--- src/rtl/vcq_pkg.sv ---
`timescale 1ns/1ps
package vcq_pkg;
  localparam int CH_START = 0;
  localparam int CH_STOP  = 1;
  localparam int CH_ENA   = 2;
  localparam int CH_WAIT  = 3;
  localparam int NUM_CH   = 4;

  localparam int ST_START = 0;
  localparam int ST_HALT  = 1;
  localparam int ST_HS    = 2;
  localparam int ST_ENA   = 3;
  localparam int ST_W     = 4;
endpackage

--- src/rtl/vcq_sync.sv ---
`timescale 1ns/1ps
module vcq_sync #(
  parameter int N      = 4,
  parameter int STAGES = 2
) (
  input  logic         clk,
  input  logic         rst,
  input  logic [N-1:0] din,
  output logic [N-1:0] level,
  output logic [N-1:0] rise,
  output logic [N-1:0] fall
);
  for (genvar i = 0; i < N; i++) begin : g_ch
    logic [STAGES-1:0] chain;
    logic              prev;

    always_ff @(posedge clk) begin
      if (rst) begin
        chain <= '0;
        prev  <= 1'b0;
      end else begin
        chain <= {chain[STAGES-2:0], din[i]};
        prev  <= chain[STAGES-1];
      end
    end

    assign level[i] = chain[STAGES-1];
    assign rise[i]  = chain[STAGES-1] & ~prev;
    assign fall[i]  = ~chain[STAGES-1] & prev;

    // an edge is seen for exactly one cycle
    AST_EDGE_SINGLE: assert property (@(posedge clk) disable iff (rst)
      rise[i] |=> !rise[i]);
  end
endmodule

--- src/rtl/vcq_run_latch.sv ---
`timescale 1ns/1ps
module vcq_run_latch (
  input  logic clk,
  input  logic rst,
  input  logic arm_n,
  input  logic force_start,
  input  logic start_evt,
  input  logic stop_evt,
  input  logic seq_done,
  output logic started,
  output logic halted,
  output logic started_nxt,
  output logic halted_nxt
);
  always_comb begin
    if (!arm_n) begin
      started_nxt = 1'b0;
      halted_nxt  = 1'b0;
    end else begin
      started_nxt = started | (~halted & (force_start | start_evt));
      halted_nxt  = halted | stop_evt | seq_done;
    end
  end

  always_ff @(posedge clk) begin
    if (rst) begin
      started <= 1'b0;
      halted  <= 1'b0;
    end else begin
      started <= started_nxt;
      halted  <= halted_nxt;
    end
  end

  AST_HALT_STICKY: assert property (@(posedge clk) disable iff (rst)
    (halted && arm_n) |=> halted);
  AST_DONE_HALTS: assert property (@(posedge clk) disable iff (rst)
    (arm_n && seq_done) |=> halted);
  AST_NO_START_WHILE_HALTED: assert property (@(posedge clk) disable iff (rst)
    (arm_n && halted && !started) |=> !started);
  AST_ARM_CLEARS: assert property (@(posedge clk) disable iff (rst)
    !arm_n |=> (!started && !halted));
endmodule

--- src/rtl/vcq_hs_latch.sv ---
`timescale 1ns/1ps
module vcq_hs_latch (
  input  logic clk,
  input  logic rst,
  input  logic arm_n,
  input  logic wait_flag,
  input  logic resume_evt,
  output logic hs_en,
  output logic hs_nxt
);
  logic flag_d;
  logic flag_rise;

  assign flag_rise = wait_flag & ~flag_d;

  always_comb begin
    if (!arm_n)              hs_nxt = 1'b1;
    else if (flag_rise)      hs_nxt = 1'b0;
    else if (!hs_en && resume_evt) hs_nxt = 1'b1;
    else                     hs_nxt = hs_en;
  end

  always_ff @(posedge clk) begin
    if (rst) begin
      hs_en  <= 1'b1;
      flag_d <= 1'b0;
    end else begin
      hs_en  <= hs_nxt;
      flag_d <= wait_flag;
    end
  end

  AST_WAIT_SUSPENDS: assert property (@(posedge clk) disable iff (rst)
    (arm_n && wait_flag && !flag_d) |=> !hs_en);
  AST_ARM_SETS_HS: assert property (@(posedge clk) disable iff (rst)
    !arm_n |=> hs_en);
  AST_HOLD_SUSPENDED: assert property (@(posedge clk) disable iff (rst)
    (arm_n && !hs_en && !resume_evt) |=> !hs_en);
endmodule

--- src/rtl/vec_clk_qualifier.sv ---
`timescale 1ns/1ps
module vec_clk_qualifier #(
  parameter int SYNC_STAGES = 2
) (
  input  logic       clk,
  input  logic       rst,
  input  logic       arm_n,
  input  logic       force_start,
  input  logic       start_pol,
  input  logic       stop_pol,
  input  logic       ena_always,
  input  logic       ena_level,
  input  logic       hs_pol,
  input  logic       ext_start,
  input  logic       ext_stop,
  input  logic       ext_enable,
  input  logic       ext_wait,
  input  logic       seq_done,
  input  logic       vec_wait_flag,
  output logic       qualify,
  output logic [3:0] status
);
  import vcq_pkg::*;

  logic [NUM_CH-1:0] raw, lvl, rise, fall;
  logic start_evt, stop_evt, ena_ok;
  logic started, halted, started_nxt, halted_nxt;
  logic hs_en, hs_nxt;
  logic [ST_W-1:0] status_nxt;

  always_comb begin
    raw           = '0;
    raw[CH_START] = ext_start;
    raw[CH_STOP]  = ext_stop;
    raw[CH_ENA]   = ext_enable;
    raw[CH_WAIT]  = ext_wait ^ hs_pol;
  end

  vcq_sync #(.N(NUM_CH), .STAGES(SYNC_STAGES)) u_sync (
    .clk(clk), .rst(rst), .din(raw),
    .level(lvl), .rise(rise), .fall(fall)
  );

  assign start_evt = start_pol ? rise[CH_START] : fall[CH_START];
  assign stop_evt  = stop_pol  ? rise[CH_STOP]  : fall[CH_STOP];
  assign ena_ok    = ena_always | (lvl[CH_ENA] == ena_level);

  vcq_run_latch u_run (
    .clk(clk), .rst(rst), .arm_n(arm_n),
    .force_start(force_start), .start_evt(start_evt),
    .stop_evt(stop_evt), .seq_done(seq_done),
    .started(started), .halted(halted),
    .started_nxt(started_nxt), .halted_nxt(halted_nxt)
  );

  vcq_hs_latch u_hs (
    .clk(clk), .rst(rst), .arm_n(arm_n),
    .wait_flag(vec_wait_flag), .resume_evt(rise[CH_WAIT]),
    .hs_en(hs_en), .hs_nxt(hs_nxt)
  );

  always_comb begin
    status_nxt           = '0;
    status_nxt[ST_START] = started_nxt;
    status_nxt[ST_HALT]  = halted_nxt;
    status_nxt[ST_HS]    = hs_nxt;
    status_nxt[ST_ENA]   = ena_ok;
  end

  always_ff @(posedge clk) begin
    if (rst) begin
      qualify <= 1'b0;
      status  <= 4'b0100;
    end else begin
      qualify <= started_nxt & ~halted_nxt & hs_nxt & ena_ok;
      status  <= status_nxt;
    end
  end

  AST_QUAL_NEEDS_ALL: assert property (@(posedge clk) disable iff (rst)
    qualify |-> (started && !halted && hs_en));
  AST_STATUS_TRACKS: assert property (@(posedge clk) disable iff (rst)
    1'b1 |=> (status[ST_HS] == hs_en && status[ST_HALT] == halted));
endmodule

--- config.mk ---
export PLATFORM = sky130hd
export DESIGN_NAME = vec_clk_qualifier
export DESIGN_NICKNAME = d
export VERILOG_FILES = /design/src/rtl/vcq_pkg.sv /design/src/rtl/vcq_sync.sv /design/src/rtl/vcq_run_latch.sv /design/src/rtl/vcq_hs_latch.sv /design/src/rtl/vec_clk_qualifier.sv
export SDC_FILE = /design/constraint.sdc
export NUM_CORES = 1
export LEC_CHECK = 0
export BUFFER_PORTS_ARGS = -buffer_cell sky130_fd_sc_hd__buf_4
export CORE_AREA = 2 2 39 41
export CTS_CLUSTER_SIZE = 14
export DETAILED_ROUTE_END_ITERATION = 7
export DIE_AREA = 0 0 41 43
export PLACE_DENSITY = 0.7
export SLEW_MARGIN = 20
export SYNTH_ARGS = -nofsm -noshare
export SYNTH_HDL_FRONTEND = slang
export SYNTH_SLANG_ARGS = --single-unit
--- constraint.sdc ---
create_clock -name clk -period 3.5 [get_ports clk]
set_clock_uncertainty 0.2 [all_clocks]
set_input_delay 0.35 -clock clk [delete_from_list [all_inputs] [get_ports clk]]
set_output_delay 0.35 -clock clk [all_outputs]
set_load 0.01 [all_outputs]
After elaboration in Yosys (flattened, before gate mapping) --
Index checks and enable logic that the tools add are counted.
Storage, ports and cells: register bits 20, bits of input ports 15, output and inout port bits 5, word-level logic and storage cells 47
Cells by class: equality and inequality tests 1, mux-type cells 7, bitwise operators 24, reductions and logical operators 2
Operators with widths (number):
- AND 1 bit | 10
- inverter 1 bit | 8
- two-way mux 1 bit | 7
- bitwise OR 1 bit | 5
- equality test 1 bit | 1
- logical AND 1 bit | 1
- logical NOT 1 bit | 1
- XOR 1 bit | 1

Depth between registers and ports, before layout --
word-level depth 10, depth in mapped cells 3

Hierarchy --
A second synthesis with hierarchy kept.
Second synthesis, totals: cells, all modules 71, area, all modules 813.3 um^2
Modules (own cells, without submodules):
- vcq_sync | instances 1, cells each 37, area an instance 446.7 um^2, seq. area each 240.2 um^2
- vec_clk_qualifier | instances 1, cells each 16, area an instance 188.9 um^2, seq. area each 100.1 um^2
- vcq_run_latch | instances 1, cells each 10, area an instance 93.8 um^2, seq. area each 40.0 um^2
- vcq_hs_latch | instances 1, cells each 8, area an instance 83.8 um^2, seq. area each 40.0 um^2

Worst setup path after synthesis --
Ideal clock, no wire load.
kind input -> register, start point input port start_pol, end point register qualify, arrival 985 ps, required time 3163 ps, path slack 2178 ps, stages on the path 3, path through nor4bb_1 -> o41ai_1 -> nor4b_2
On the way: longest elaborated chain between the ends 8
RTL lines:
- start: declaration | RTL line vec_clk_qualifier.sv:9 | input logic start_pol,
- two-way mux 1 bit | RTL line vec_clk_qualifier.sv:44 | assign start_evt = start_pol ? rise[CH_START] : fall[CH_START];
- bitwise OR 1 bit | RTL line vcq_run_latch.sv:20 | started_nxt = started | (~halted & (force_start | start_evt));
- AND 1 bit | RTL line vcq_run_latch.sv:20
- bitwise OR 1 bit | RTL line vcq_run_latch.sv:20
- two-way mux 1 bit | RTL line vcq_run_latch.sv:16 | if (!arm_n) begin
- AND 1 bit (3 in a row) | RTL line vec_clk_qualifier.sv:75 | qualify <= started_nxt & ~halted_nxt & hs_nxt & ena_ok;
- end signal: assignment | RTL line vec_clk_qualifier.sv:75
- end: declaration | RTL line vec_clk_qualifier.sv:20 | output logic qualify,
No other way between the ends. A chain may end at the register's enable or synchronous reset.

==> impl_metrics.py <==
metrics = {
    "clocking": {
        "hold_buffers": 0,
        "htreeDepth": 1,
        "clk_latency_ns": 0.28,
        "cts.sinks": 17,
        "cts_buffer_depth": 2,
        "cts_resized": 0,
        "cts_root_buf": "clkbuf_4",
        "numCtsBuffers": 3,
        "clkTransAtPathRegs_ns": 0.10,
        "cts_setup_buffers": 0,
        "tritoncts": "done",
    },
    "global_routing": {
        "overflow": 0,
        "grt_antenna_before_repair": 0,
        "grt_usage_pct": 12.5,
        "grt_pass1_wl_um": 1440,
        "first_global_vias": 366,
        "grt_max_degree": 17,
    },
    "pwr": {
        "ir_worst_vdd_uv": 261,
        "leakagePower_nw": 0.331,
        "fin_total_pwr_mw": 0.344,
        "cellPowerDensity_nw_per_um2": 459,
    },
    "setup_path": {
        "crit_path_start_kind": "flip-flop",
        "cp_max_fo": 5,
        "crit_path_end_kind": "flip-flop",
        "critical_path_class": "flip-flop to flip-flop",
        "cp.arrival_ns": 1.39,
        "cp.required_ns": 3.47,
    },
    "yosys": {
        "synth_compound_area_share_pct": 7.05,
        "syn_area_per_cell_um2": 11.3,
        "synth_top_family_by_area": "simple AND/OR/NAND/NOR gates",
        "ys_types": 18,
        "ys_seq_elements": 17,
        "yosys.area_share.simple_pct": 26.1,
        "yosysSeqAreaShare_pct": 58.1,
        "synth_fp_nets": 67,
        "yosys_warnings": 0,
        "synth_cells": 52,
        "synthAdderAreaFrac_pct": 0,
        "synth_xor_area_share_pct": 2.99,
        "syn_area_um2": 586,
        "synth_mux_area_share_pct": 0,
    },
    "cells_and_area": {
        "syn2layout_area_growth_pct": 28.0,
        "drive_gt1_share_pct": 35.2,
        "fillers": 128,
        "final_area_um2": 749,
        "multi_input_area_um2": 211,
        "final_nets": 87,
        "diodes": 0,
        "ff_latch_area_um2": 340,
    },
    "job": {
        "cap_violations": 0,
    },
    "die": {
        "die_h_um": 43,
        "start_util_pct": 42.3,
        "die_x_um": 41,
        "die_area_um2": 1760,
        "core_um2": 1380,
        "rows": 14,
        "io_pins": 20,
    },
    "place": {
        "pre_cts_slack_ns": 1.98,
        "io_buffer_count": 19,
        "place_congestion": 0.603,
        "post_dp_cell_area_um2": 722,
        "dp_hpwl_um": 649,
    },
    "sta": {
        "final_hold_viol_count": 0,
        "slew_headroom_pct": 66.7,
        "rsz0062_at_grt": "no",
        "setup_ws_ns": 2.08,
        "setup_violations": 0,
        "worst_pin_slew_ns": 0.492,
        "drv_slew": 0,
        "fmax_mhz": 704,
        "tns_ns": 0,
        "period_share_pct": 40.6,
        "finalCriticalPeriod_ns": 1.42,
    },
    "drt": {
        "ant_nets": 0,
        "drtIter0Drc": 3,
        "drc": 0,
        "vias": 380,
        "drt-pass1-iter-count": 3,
        "via_per_inst": 4.37,
        "wl_per_cell_um": 9.94,
        "totalWireLength_um": 865,
    },
    "min_path": {
        "hold_path.class": "input port to flip-flop",
    },
    "status": {
        "status": "completed",
    },
}
state kept, by name, summed over array words and instances, names as in the netlist:
register	flops
qualify	1
u_hs.flag_d	1
status	4
u_sync.g_ch.prev	3
u_sync.g_ch.chain	8
cell usage after synthesis:
cell type / number / area share [%]
nand2_1: 1 / 0.64
nor2b_1: 13 / 14
nor4b_1: 1 / 1.5
nand2b_1: 1 / 1.1
xnor2_1: 2 / 3.0
nor4b_2: 1 / 2.6
o21bai_1: 1 / 1.3
dfxtp_1: 17 / 58
o41ai_2: 1 / 2.8
nor4bb_1: 1 / 1.7
inv_1: 2 / 1.3
nor2_1: 3 / 1.9
buf_4: 3 / 3.8
o32ai_1: 1 / 1.5
o41ai_1: 1 / 1.5
and3b_1: 1 / 1.5
clkbuf_1: 1 / 0.64
nor3b_1: 1 / 1.3
cell families after synthesis:
kind of cell           after synthesis
buffers and inverters                6
XOR/XNOR                             2
flip-flops                          17
AO/OA/AOI/OAI                        4
AND/OR/NAND/NOR                     23
final cells by class:
type	instances	area share, %
clock inverter	1	0.668
inverter	2	1.00
multi-input combinational	29	28.2
tap	16	2.67
sequential	17	45.4
timing repair buffer	19	19.0
clock buffer	3	3.01
through the flow:
stage          utilization, %  hold WS [ns]  cells
2_1_floorplan               -         0.214     52
3_3_place_gp             52.2         0.216     83
3_5_place_dp             52.2         0.222     83
4_1_cts                  54.2        0.0583     87
5_1_grt                  54.2        0.0755     87
6_report                 54.2        0.0677     87
final timing paths:
kind / from / slack, ns / end / cells after the start
setup / recovery: status[1]$_SDFF_PP0_ / 2.08 / qualify$_SDFF_PP0_ / 3
hold / removal: ext_enable / 0.07 / u_sync.g_ch[2].chain[0]$_SDFF_PP0_ / 2
setup reg to reg: status[1]$_SDFF_PP0_ / 2.08 / qualify$_SDFF_PP0_ / 3
hold reg to reg: u_sync.g_ch[1].chain[0]$_SDFF_PP0_ / 0.24 / u_sync.g_ch[1].chain[1]$_SDFF_PP0_ / 1
power by group:
| part | internal [mW] | switching, mW | leakage [nW] |
|---|---|---|---|
| combinational | 0.0229 | 0.0134 | 0.174 |
| sequential | 0.203 | 0.00354 | 0.140 |
| clock | 0.0424 | 0.0589 | 0.0177 |
| total | 0.268 | 0.0759 | 0.331 |
layer usage:
metal  routed length [um]  track usage [%]  up-vias
li1                     -                -      205
met1                  397             14.1      163
met2                  407             17.8       10
met3                   50             3.14        2
met4                    9             12.0        0
met5                    0                0        -
placed cells by master (no fill, tap or decap), types with 2 or more instances in the layout:
cell type,Yosys,layout
buf_4,3,19
clkbuf_4,0,3
dfxtp_1,17,17
inv_1,2,2
nor2_1,3,3
nor2b_1,13,13
xnor2_1,2,2
worst max-delay path: stages, from the launching register on:
cell	delay [ns]
dfxtp_1	0.41
nor4b_1	0.08
o41ai_1	0.52
nor4b_2	0.10
No activity file was read; power rests on OpenSTA's default activity.
